===== src/rtl/hsec_pkg.sv =====
package hsec_pkg;

    typedef enum logic [1:0] {
        CLS_CLEAN = 2'd0,
        CLS_CHECK = 2'd1,
        CLS_DATA  = 2'd2,
        CLS_BAD   = 2'd3
    } err_class_e;

    // smallest parity count k with 2^k >= data bits + k + 1
    function automatic int parity_bits(input int dw);
        int r;
        r = 0;
        for (int k = 31; k >= 1; k--) begin
            if ((64'd1 << k) >= 64'(dw + k + 1)) r = k;
        end
        return r;
    endfunction

    // 1-based code position of data bit i (0-based)
    function automatic int data_pos(input int i, input int cw);
        int n;
        int r;
        n = 0;
        r = 0;
        for (int p = 1; p <= 64; p++) begin
            if (p <= cw && (p & (p - 1)) != 0) begin
                if (n == i) r = p;
                n++;
            end
        end
        return r;
    endfunction

    // data index held at a non-power-of-two position p
    function automatic int data_idx(input int p);
        return p - $clog2(p + 1) - 1;
    endfunction

endpackage


===== src/rtl/hsec_encoder.sv =====
module hsec_encoder #(
    parameter int DATA_W = 8,
    parameter int CHK_W  = 4,
    parameter int CODE_W = 12
) (
    input  logic [DATA_W-1:0] data,
    output logic [CODE_W-1:0] code
);
    import hsec_pkg::*;

    logic [CHK_W-1:0] par_d;

    always_comb begin
        par_d = '0;
        for (int k = 0; k < CHK_W; k++) begin
            for (int i = 0; i < DATA_W; i++) begin
                if (((data_pos(i, CODE_W) >> k) & 1) == 1) par_d[k] = par_d[k] ^ data[i];
            end
        end
    end

    for (genvar p = 1; p <= CODE_W; p++) begin : g_pos
        if ((p & (p - 1)) == 0) begin : g_par
            assign code[p-1] = par_d[$clog2(p)];
        end else begin : g_dat
            assign code[p-1] = data[data_idx(p)];
        end
    end

endmodule


===== src/rtl/hsec_syndrome.sv =====
module hsec_syndrome #(
    parameter int CHK_W  = 4,
    parameter int CODE_W = 12
) (
    input  logic [CODE_W-1:0] code,
    output logic [CHK_W-1:0]  syn
);
    // stored parity XOR recomputed parity == XOR over every covered position
    always_comb begin
        syn = '0;
        for (int k = 0; k < CHK_W; k++) begin
            for (int p = 1; p <= CODE_W; p++) begin
                if (((p >> k) & 1) == 1) syn[k] = syn[k] ^ code[p-1];
            end
        end
    end

endmodule


===== src/rtl/hsec_corrector.sv =====
module hsec_corrector
    import hsec_pkg::*;
#(
    parameter int DATA_W = 8,
    parameter int CHK_W  = 4,
    parameter int CODE_W = 12
) (
    input  logic [CODE_W-1:0] code,
    input  logic [CHK_W-1:0]  syn,
    output logic [DATA_W-1:0] raw,
    output logic [DATA_W-1:0] fixed,
    output err_class_e        cls
);

    for (genvar i = 0; i < DATA_W; i++) begin : g_ext
        localparam int POS = data_pos(i, CODE_W);
        assign raw[i]   = code[POS-1];
        assign fixed[i] = raw[i] ^ ((cls == CLS_DATA) && (int'(syn) == POS));
    end

    always_comb begin
        if (syn == '0)                  cls = CLS_CLEAN;
        else if ($onehot(syn))          cls = CLS_CHECK;
        else if (int'(syn) > CODE_W)    cls = CLS_BAD;
        else                            cls = CLS_DATA;
    end

endmodule


===== src/rtl/hsec_codec.sv =====
module hsec_codec
    import hsec_pkg::*;
#(
    parameter int DATA_W = 8,
    localparam int CHK_W  = parity_bits(DATA_W),
    localparam int CODE_W = DATA_W + CHK_W
) (
    input  logic              clk,
    input  logic              rst_n,
    input  logic [DATA_W-1:0] wr_data,
    output logic [CODE_W-1:0] wr_code,
    input  logic              rd_valid,
    input  logic [CODE_W-1:0] rd_code,
    output logic              out_valid,
    output logic [DATA_W-1:0] out_data,
    output logic              err_detected,
    output logic              err_in_check,
    output logic              err_corrected,
    output logic              err_uncorrectable
);

    typedef struct packed {
        logic              vld;
        logic [DATA_W-1:0] data;
        logic              det;
        logic              chk;
        logic              cor;
        logic              bad;
    } rd_state_t;

    logic [CHK_W-1:0]  syn;
    logic [DATA_W-1:0] raw;
    logic [DATA_W-1:0] fixed;
    err_class_e        cls;
    rd_state_t         st_d, st_q;

    hsec_encoder #(.DATA_W(DATA_W), .CHK_W(CHK_W), .CODE_W(CODE_W)) u_enc (
        .data (wr_data),
        .code (wr_code)
    );

    hsec_syndrome #(.CHK_W(CHK_W), .CODE_W(CODE_W)) u_syn (
        .code (rd_code),
        .syn  (syn)
    );

    hsec_corrector #(.DATA_W(DATA_W), .CHK_W(CHK_W), .CODE_W(CODE_W)) u_cor (
        .code  (rd_code),
        .syn   (syn),
        .raw   (raw),
        .fixed (fixed),
        .cls   (cls)
    );

    always_comb begin
        st_d     = st_q;
        st_d.vld = rd_valid;
        st_d.det = 1'b0;
        st_d.chk = 1'b0;
        st_d.cor = 1'b0;
        st_d.bad = 1'b0;
        if (rd_valid) begin
            st_d.data = fixed;
            st_d.det  = (cls != CLS_CLEAN);
            st_d.chk  = (cls == CLS_CHECK);
            st_d.cor  = (cls == CLS_DATA);
            st_d.bad  = (cls == CLS_BAD);
        end
    end

    always_ff @(posedge clk or negedge rst_n) begin
        if (!rst_n) st_q <= '0;
        else        st_q <= st_d;
    end

    assign out_valid         = st_q.vld;
    assign out_data          = st_q.data;
    assign err_detected      = st_q.det;
    assign err_in_check      = st_q.chk;
    assign err_corrected     = st_q.cor;
    assign err_uncorrectable = st_q.bad;

    // result appears exactly one cycle after the strobe
    p_valid_follows_r7: assert property (@(posedge clk) disable iff (!rst_n)
        rd_valid |=> out_valid);
    p_valid_only_r7: assert property (@(posedge clk) disable iff (!rst_n)
        !rd_valid |=> !out_valid && !err_detected);

    // classes are exclusive
    p_flags_excl_r9: assert property (@(posedge clk) disable iff (!rst_n)
        $onehot0({err_in_check, err_corrected, err_uncorrectable}));

    // zero syndrome gives a clean result
    p_clean_r3: assert property (@(posedge clk) disable iff (!rst_n)
        rd_valid && syn == '0 |=> !err_detected && out_data == $past(raw));

    // single-bit syndrome leaves data alone
    p_check_pass_r4: assert property (@(posedge clk) disable iff (!rst_n)
        rd_valid && $onehot(syn) |=> err_in_check && out_data == $past(raw));

    // repair changes exactly one data bit
    p_one_flip_r5: assert property (@(posedge clk) disable iff (!rst_n)
        rd_valid && cls == CLS_DATA |=> err_corrected && $countones(out_data ^ $past(raw)) == 1);

endmodule


===== config.mk =====
export PLATFORM = sky130hd
export DESIGN_NAME = hsec_codec
export DESIGN_NICKNAME = d
export VERILOG_FILES = /design/src/rtl/hsec_pkg.sv /design/src/rtl/hsec_encoder.sv /design/src/rtl/hsec_syndrome.sv /design/src/rtl/hsec_corrector.sv /design/src/rtl/hsec_codec.sv
export SDC_FILE = /design/constraint.sdc
export NUM_CORES = 1
export LEC_CHECK = 0
export BUFFER_PORTS_ARGS = -buffer_cell sky130_fd_sc_hd__buf_2
export CAP_MARGIN = 20
export CORE_ASPECT_RATIO = 0.7
export CORE_UTILIZATION = 46
export DETAILED_ROUTE_END_ITERATION = 8
export PLACE_DENSITY_LB_ADDON = 0.08
export SLEW_MARGIN = 0
export SYNTH_ARGS = -nofsm -noshare
export SYNTH_HDL_FRONTEND = slang
export SYNTH_SLANG_ARGS = --single-unit

===== constraint.sdc =====
create_clock -name clk -period 0.8 [get_ports clk]
set_input_delay 0.04 -clock clk [delete_from_list [all_inputs] [get_ports clk]]
set_output_delay 0.04 -clock clk [all_outputs]
set_load 0.05 [all_outputs]

==> key figures, run 1 <==
Status
  • Status: stopped before the end
  • Stopped at: 5_1_grt
  • Error: [ERROR DPL-0038] Utilization greater than 100%, impossible to legalize

Synth
  • Syn Area/Cell: 9.47 sq um
  • Top cell type's share of synthesized area: 30.7%
  • Cell Area, Synth: 1060 sq um
  • Gate count of the mapped netlist: 112
  • Netlist cell types: 23
  • Seq cells post-synth: 13
  • Synth area leader: dfrtp_1
  • Register area share after synthesis: 30.7%
  • Syn nets: 144
  • Yosys Warn Count: 0
  • Synth area leaders: dfrtp_1, xnor2_1, xor2_1, ha_1, buf_4

Die
  • Die height: 42.2 um
  • Initial Util: 49.2%
  • Ports: 48
  • Floorplan row count: 14
  • DIE WIDTH: 59.4 um

Place
  • Cell Count Post-Placement: 207
  • GP Congestion: 0.810
  • Number of port buffers: 47
  • DP Wirelength: 2130 um
  • Pre-CTS WS: -1.97 ns
  • Post-DP Area: 1650 sq um

GRT
  • Largest net degree at the start of global routing: 20

CTS
  • Bufs on Longest Clock Path: 2
  • CTS buffer count: 3
  • H-tree depth: 1
  • CTS Root Buffer Type: clkbuf_4
  • TritonCTS Sinks: 13

STA
  • Worst EP kind: register data pin
  • Critical endpoint after global-route timing repair: out_data[4]$_DFFE_PN0P_/D
## stage by stage
step | hold WS [ns] | utilization, % | setup TNS (ns)
after CTS | 0.0290 | 95.4 | -18.01
after floorplan | -0.256 | - | -18.94
after global placement | -0.0751 | 76.4 | -21.53
after detailed placement | -0.0576 | 76.4 | -22.69
## synth_stat cells
cell / count
nand4b_1: 1
nor2_1: 11
xnor2_1: 19
xor2_1: 12
o21ai_0: 1
dfrtp_1: 13
inv_2: 1
nand4_1: 4
and4b_1: 1
or3b_2: 1
or4_1: 3
buf_4: 8
o31ai_1: 3
a31oi_1: 3
nand3_1: 3
ha_1: 8
xnor3_1: 1
a21oi_1: 5
inv_1: 7
clkbuf_1: 3
fa_1: 1
nand2_1: 2
mux2i_1: 1
## kinds of logic after synthesis
kind of cell    Yosys count  share of synthesized area, %
fa+ha+maj                 9                          11.3
buf+inv                  19                          9.55
compound gates           12                          6.72
xor+xnor                 32                          27.7
mux                       1                         0.943
simple gates             26                          13.1
flops                    13                          30.7
## what timing repair did
action,in CTS
resized for setup,82
hold buffers,1
gates cloned,1
endpoints found under the hold margin,13
setup buffers,5
pin swaps,31
endpoints found under the setup margin,29
==> run 2: changes to the inputs <==
Settings changed: CORE_AREA set to 2 2 63 65, CORE_ASPECT_RATIO 0.7 to unset, CORE_UTILIZATION 46 to unset, DIE_AREA set to 0 0 65 67, PLACE_DENSITY_LB_ADDON 0.08 to 0.15.
==> run 2 against run 1 <==
Net effect: the flow now finishes, with violations (setup timing); synthesized cell count is the same; synthesized area is the same.
==> key figures, run 2 <==
Status
  • Status: finished with violations
  • Failing checks: setup timing

CTS
  • Clk_lat worst skew: 0.24 ns
  • CTS Root Buffer Type: clkbuf_8
  • CTS tree: done
  • Bufs on Longest Clock Path: 2 (unchanged)
  • CTS clk-pin slew, worst paths: 0.05 ns
  • TritonCTS Sinks: 13 (unchanged)
  • CTS buffer count: 3 (unchanged)
  • H-tree depth: 1 (unchanged)

STA
  • Fin crit share: 306%
  • Worst Hold Slack: 0.0917 ns
  • Final Critical Period: 2.45 ns
  • RSZ-0062 raised after global routing: yes
  • Setup ws final: -1.65 ns
  • Clk_skew: 0 ns
  • Slew HR: 73.2%
  • Actual slew at the worst max-slew pin: 0.391 ns
  • Final Setup Violations: 25
  • Fmax: 0.409 GHz
  • Slew Viols, Final: 0
  • Final Hold Fails: 0

GRT
  • Gr usage total: 13.8%
  • Vias in the first global route: 1021
  • Largest net degree at the start of global routing: 20
  • First-pass GRT wire length: 4640 um
  • Global route overflow: 0
  • Initial antenna violation count: 0

Min path
  • Hold crit path type: primary input to flop

Synth
  • Gate count of the mapped netlist: 112 (unchanged)
  • Syn Area/Cell: 9.47 sq um (unchanged)
  • Cell Area, Synth: 1060 sq um (unchanged)
  • Top cell type's share of synthesized area: 30.7% (unchanged)
  • Register area share after synthesis: 30.7% (unchanged)
  • Post-synth top flop: dfrtp_1
  • Synth area leader: dfrtp_1
  • Yosys Warn Count: 0 (unchanged)
  • Netlist cell types: 23 (unchanged)
  • Syn nets: 144 (unchanged)
  • Most frequent cell after synthesis: xnor2_1
  • Most frequent cells after synthesis: xnor2_1, dfrtp_1, xor2_1
  • Synth area leaders: dfrtp_1, xnor2_1, xor2_1, ha_1, buf_4
  • Number of synthesized flops with an enable pin: 0 (unchanged)
  • Seq cells post-synth: 13 (unchanged)
  • Fraction of synthesis flops using an asynchronous set or reset pin: 100% (unchanged)

Route
  • Residual DRC count: 0
  • DR WL/cell: 11.7 um
  • TritonRoute pass-1 iters: 4
  • Post-route antenna net violation count: 0
  • WL final: 2730 um
  • 1st-iter DRT viols: 23
  • Vias per Instance: 4.41
  • DR vias: 1031

Power
  • Power Density: 2410 nW/um^2
  • Power, Total: 0.00531 W
  • LEAKAGE: 1.02 nW
  • Maximum vdd drop: 1130 uV

Flow run
  • MaxCap Viol Count: 0

Place
  • Post-DP Area: 1650 sq um (+0.30%)
  • GP Congestion: 0.771 (-4.9%)
  • Pre-CTS WS: -1.89 ns (+0.0732 ns)
  • DP Wirelength: 2080 um (-2.2%)
  • Number of port buffers: 47 (unchanged)

Die
  • Floorplan row count: 22 (+8)
  • Ports: 48 (unchanged)
  • DIE AREA: 4360 sq um
  • Initial Util: 29.4% (-20 points)
  • Die height: 67 um (+59%)
  • Area of the core: 3610 sq um
  • DIE WIDTH: 65 um (+9.4%)

Final layout
  • Most frequent cells in the layout: buf_4, buf_6, buf_2
  • Final core utilization: 61.2%
  • Area Growth Syn to Fin: 108%
  • Nets: 219
  • Antenna Cells: 0
  • Post-route cell area: 2210 sq um
  • Share of cells above drive strength 1: 65.6%
  • Largest register FFs: 8
  • Commonest non-fill, non-tap cell in the layout: buf_4

Worst setup path
  • Reg-to-Reg Start: out_data[5]
  • Reg-to-reg endpoint: out_data[5]
  • CP endpoint kind: flop
  • Critical Path Start Type: primary input
  • Worst Setup EP: out_data[6]
  • FF-to-FF setup slack: 0.02 ns
  • Crit. Startpoint: rd_code[2]
  • Required time of the critical path: 0.96 ns
  • Reg2reg path depth: 3
  • WS Path Type: primary input to flop
  • CP max FO: 4
  • CP arrival: 2.61 ns
run 2: cell counts after synthesis:
No cell type changed its count.
run 2: timing repair:
| item | CTS | global route |
|---|---|---|
| pin swaps | 25 | 23 |
| gates cloned | 1 | 0 |
| endpoints found under the setup margin | 29 | 29 |
| hold buffers | 1 | 0 |
| endpoints found under the hold margin | 13 | 0 |
| gates resized for setup | 79 | 23 |
| buffers inserted | 4 | 3 |
run 2: cell families (layout without fill, tap and decap cells):
kind of cell               after synthesis  count (layout)  synth area share (%)
AOI/OAI and AO/OA                       12              12                  6.72
xor gates and xnor gates                32              32                  27.7
adders and majority gates                9               9                  11.3
buffers and inverters                   19              92                  9.55
DFF                                     13              13                  30.7
muxes                                    1               1                 0.943
and+or+nand+nor                         26              27                  13.1
run 2: routing by layer:
| layer | GRT usage [%] | up-vias | share of wire [%] |
|---|---|---|---|
| met5 | 0 | - | 0 |
| met4 | 6.38 | 0 | 1.5 |
| met3 | 0.845 | 4 | 3.6 |
| met2 | 25.8 | 32 | 56 |
| met1 | 16.1 | 479 | 39 |
| li1 | - | 516 | - |
run 2: where the power goes:
| part | switching (W) | internal (W) |
|---|---|---|
| Combinational | 0.00201 | 0.00188 |
| Sequential | 0.0000706 | 0.000784 |
| Clock | 0.000213 | 0.000350 |
run 2: critical path, stage by stage:
cell and delay (ns):
buf_12 0.11, xnor2_4 0.15, xnor3_2 0.47, ha_4 0.29, inv_4 0.03, ha_4 0.14, fa_1 0.51, or3b_4 0.17
nand3_1 0.10, or4_1 0.41, a31oi_1 0.17
run 2: area by class of cell:
| type | instances | area (sq um) |
|---|---|---|
| inverters | 8 | 32.5 |
| well taps | 48 | 60.1 |
| fillers | 294 | 1400 |
| clock buffers | 4 | 45.0 |
| multi-input cells | 81 | 1010 |
| repair buffers | 80 | 728 |
| flip-flops and latches | 13 | 325 |
run 2: how the worst min path moves through the flow:
stage,start,to,slack (ns),cells after the start
5_1_grt,rd_valid,out_valid,0.11,1
6_report,rd_valid,out_valid,0.09,1
2_1_floorplan,rst_n,err_corrected,-0.26,0
4_1_cts,rd_valid,out_valid,0.09,1
3_3_place_gp,rst_n,err_detected,-0.07,1
3_5_place_dp,rst_n,err_uncorrectable,-0.06,1
run 2: stage by stage:
step | setup TNS (ns) | std cells
2_1_floorplan | -18.94 | 112
3_3_place_gp | -21.36 | 221
3_5_place_dp | -21.93 | 221
4_1_cts | -18.15 | 231
5_1_grt | -19.86 | 234
6_report | -18.17 | 234
Power figures use the tool's default switching activity.
==> run 3: changes to the inputs <==
Settings changed: TNS_END_PERCENT set to 50.
==> run 3 against run 2 <==
Net effect: the flow still finishes with violations (setup timing); global-route usage decreased by 1.6 points; setup slack got worse by 0.0062 ns; combinational power decreased by 7.2%; largest power group unchanged.
==> key figures, run 3 (synthesized netlist as in run 2, its figures left out) <==
Power
  • Internal Pwr Total: 0.00284 W (-5.6%)
  • Gate power share: 71.8% (-1.5 points)
  • Sequential Power Share: 17.0% (+0.9 points)
  • Power Density: 2490 nW/um^2 (+3.7%)
  • Power, Total: 0.00503 W (-5.1%)
  • Sw Ratio: 43.5% (+0.25 points)
  • Maximum vdd drop: 1090 uV (-3.4%)
  • Sw power: 0.00219 W (-4.6%)
  • Clock power frac: 11.2% (+0.6 points)
  • LEAKAGE: 0.932 nW (-8.3%)

STA
  • RSZ-0062 raised after global routing: yes
  • Final Hold Fails: 0 (unchanged)
  • Final Critical Period: 2.45 ns (+0.00618 ns)
  • Fin crit share: 307% (+0.77 points)
  • Worst Hold Slack: 0.0959 ns (+0.00419 ns)
  • Slew HR: 77.4% (+4.2 points)
  • Clk_skew: 0 ns (unchanged)
  • Slew Viols, Final: 0 (unchanged)
  • Actual slew at the worst max-slew pin: 0.330 ns (-0.0616 ns)
  • Setup ws final: -1.65 ns (-0.00618 ns)
  • Fmax: 0.408 GHz (-0.25%)
  • Final Setup Violations: 26 (+4.0%)

Place
  • Pre-CTS WS: -1.92 ns (-0.0243 ns)
  • GP Congestion: 0.804 (+4.3%)
  • Cell Count Post-Placement: 218 (-1.4%)
  • DP Wirelength: 1930 um (-7.6%)
  • Number of port buffers: 47 (unchanged)

GRT
  • Gr usage total: 12.2% (-1.6 points)
  • Vias in the first global route: 899 (-12%)
  • Initial antenna violation count: 0 (unchanged)
  • First-pass GRT wire length: 4000 um (-14%)
  • Global route overflow: 0 (unchanged)
  • Largest net degree at the start of global routing: 20 (unchanged)

Route
  • WL final: 2650 um (-2.9%)
  • DR WL/cell: 11.5 um (-1.2%)
  • Post-route antenna net violation count: 0 (unchanged)
  • Vias per Instance: 4.31 (-2.2%)
  • TritonRoute pass-1 iters: 4 (unchanged)
  • DR vias: 991 (-3.9%)
  • 1st-iter DRT viols: 26 (+13%)
  • Residual DRC count: 0 (unchanged)

CTS
  • CTS Root Buffer Type: clkbuf_8
  • Bufs on Longest Clock Path: 2 (unchanged)
  • H-tree depth: 1 (unchanged)
  • CTS tree: done
  • TritonCTS Sinks: 13 (unchanged)
  • CTS clk-pin slew, worst paths: 0.05 ns (about the same)
  • Clk_lat worst skew: 0.24 ns (about the same)
  • CTS buffer count: 3 (unchanged)

Worst setup path
  • Slowest Stage Delay on Critical Path: 0.48 ns (-0.03 ns)
  • Worst Setup EP: err_uncorrectable
  • FF-to-FF setup slack: 0.11 ns (+0.09 ns)
  • Crit. Startpoint: rd_code[0]
  • Crit-path cells: buf_8 > xnor2_4 > xnor3_2 > ha_4 > inv_2 > ha_4 > fa_1 > or3b_4 > buf_4 > buf_6 > and4b_1
  • Required time of the critical path: 0.92 ns (-0.04 ns)
  • Reg2reg path depth: 2 (-1)
  • Reg-to-Reg Start: out_data[6]
  • CP arrival: 2.58 ns (-0.03 ns)
  • Reg-to-reg endpoint: out_data[6]
  • Top delay family on crit path: adder cells
  • CP most frequent cell: ha_4
  • CP max FO: 4 (unchanged)
  • CP Depth: 11 (unchanged)
  • CP Buf/Inv Count: 4 (+2)
  • CP max stage cell: xnor3_2
  • WS Path Type: primary input to flop
  • CP endpoint kind: flop
  • Critical Path Start Type: primary input

Final layout
  • FF+latch area: 325 sq um (unchanged)
  • Area Growth Syn to Fin: 90.2%
  • Nets: 215 (-1.8%)
  • Antenna Cells: 0 (unchanged)
  • Share of cells above drive strength 1: 62.1% (-3.5 points)
  • Layout Cells excl Fill: 230 (-1.7%)
  • Fillers: 311 (+5.8%)
  • Final core utilization: 56.0% (-5.2 points)
  • Multi-input gate area: 930 sq um (-8.4%)
  • Commonest non-fill, non-tap cell in the layout: buf_4
  • Largest register FFs: 8 (unchanged)
  • Most frequent cells in the layout: buf_4, buf_2, buf_6

Flow run
  • MaxCap Viol Count: 0 (unchanged)

Status
  • Failing checks: setup timing
  • Status: finished with violations

Die
  • Die height: 67 um (unchanged)
  • Area of the core: 3610 sq um (unchanged)
  • DIE AREA: 4360 sq um (unchanged)
  • Ports: 48 (unchanged)
  • DIE WIDTH: 65 um (unchanged)
  • Initial Util: 29.4% (unchanged)
  • Floorplan row count: 22 (unchanged)

Min path
  • Hold crit path type: primary input to flop
[run 3: cell count changes in the layout (fill, tap and decap cells not counted), sizes merged]
| cell | before | now |
|---|---|---|
| buf | 79 | 75 |
[run 3: final cells by class]
class / instances / share of cell area, %
inverters: 8 / 1.49
repair buffers: 76 / 31.1
clock buffers: 4 / 2.23
well taps: 48 / 2.98
multi-input cells: 81 / 46.1
flip-flops and latches: 13 / 16.1
[run 3: worst min path at each step]
stage	start	to	slack [ns]	cells after the start
floorplan	rst_n	err_corrected	-0.26	0
global placement	rst_n	out_valid	-0.07	1
detailed placement	rst_n	out_valid	-0.07	1
CTS	rd_valid	out_valid	0.09	1
global route	rd_valid	out_valid	0.11	1
finish	rd_valid	out_valid	0.1	1
[run 3: through the flow]
stage                     area, sq um  TNS, ns
after floorplan                  1110   -20.38
after global placement           1490   -21.88
after detailed placement         1490   -22.13
after CTS                        1830   -18.29
after global routing             2020   -19.91
final                            2020   -18.50
[run 3: per-layer routing]
layer | global-route usage [%] | part of all wire [%]
met4 | 4.79 | 1.0
met2 | 21.0 | 54
met5 | 0 | 0
met3 | 2.03 | 4.0
met1 | 15.2 | 40
[run 3: repair_timing]
action,in CTS,in global routing
setup buffers,3,3
hold buffers,1,0
setup endpoints to repair,29,29
pin swaps,15,13
cloned,1,0
resized for setup,59,33
endpoints found under the hold margin,13,0
[run 3: power groups by stage]
| stage | clock [W] | sequential, W | combinational [W] |
|---|---|---|---|
| 5_1_grt | 0.000624 | 0.000872 | 0.00389 |
| 3_3_place_gp | 0 | 0.000834 | 0.00266 |
| 2_1_floorplan | 0 | 0.00128 | 0.00156 |
| 3_5_place_dp | 0 | 0.000841 | 0.00269 |
| 6_report | 0.000561 | 0.000857 | 0.00361 |
| 4_1_cts | 0.000570 | 0.000861 | 0.00322 |
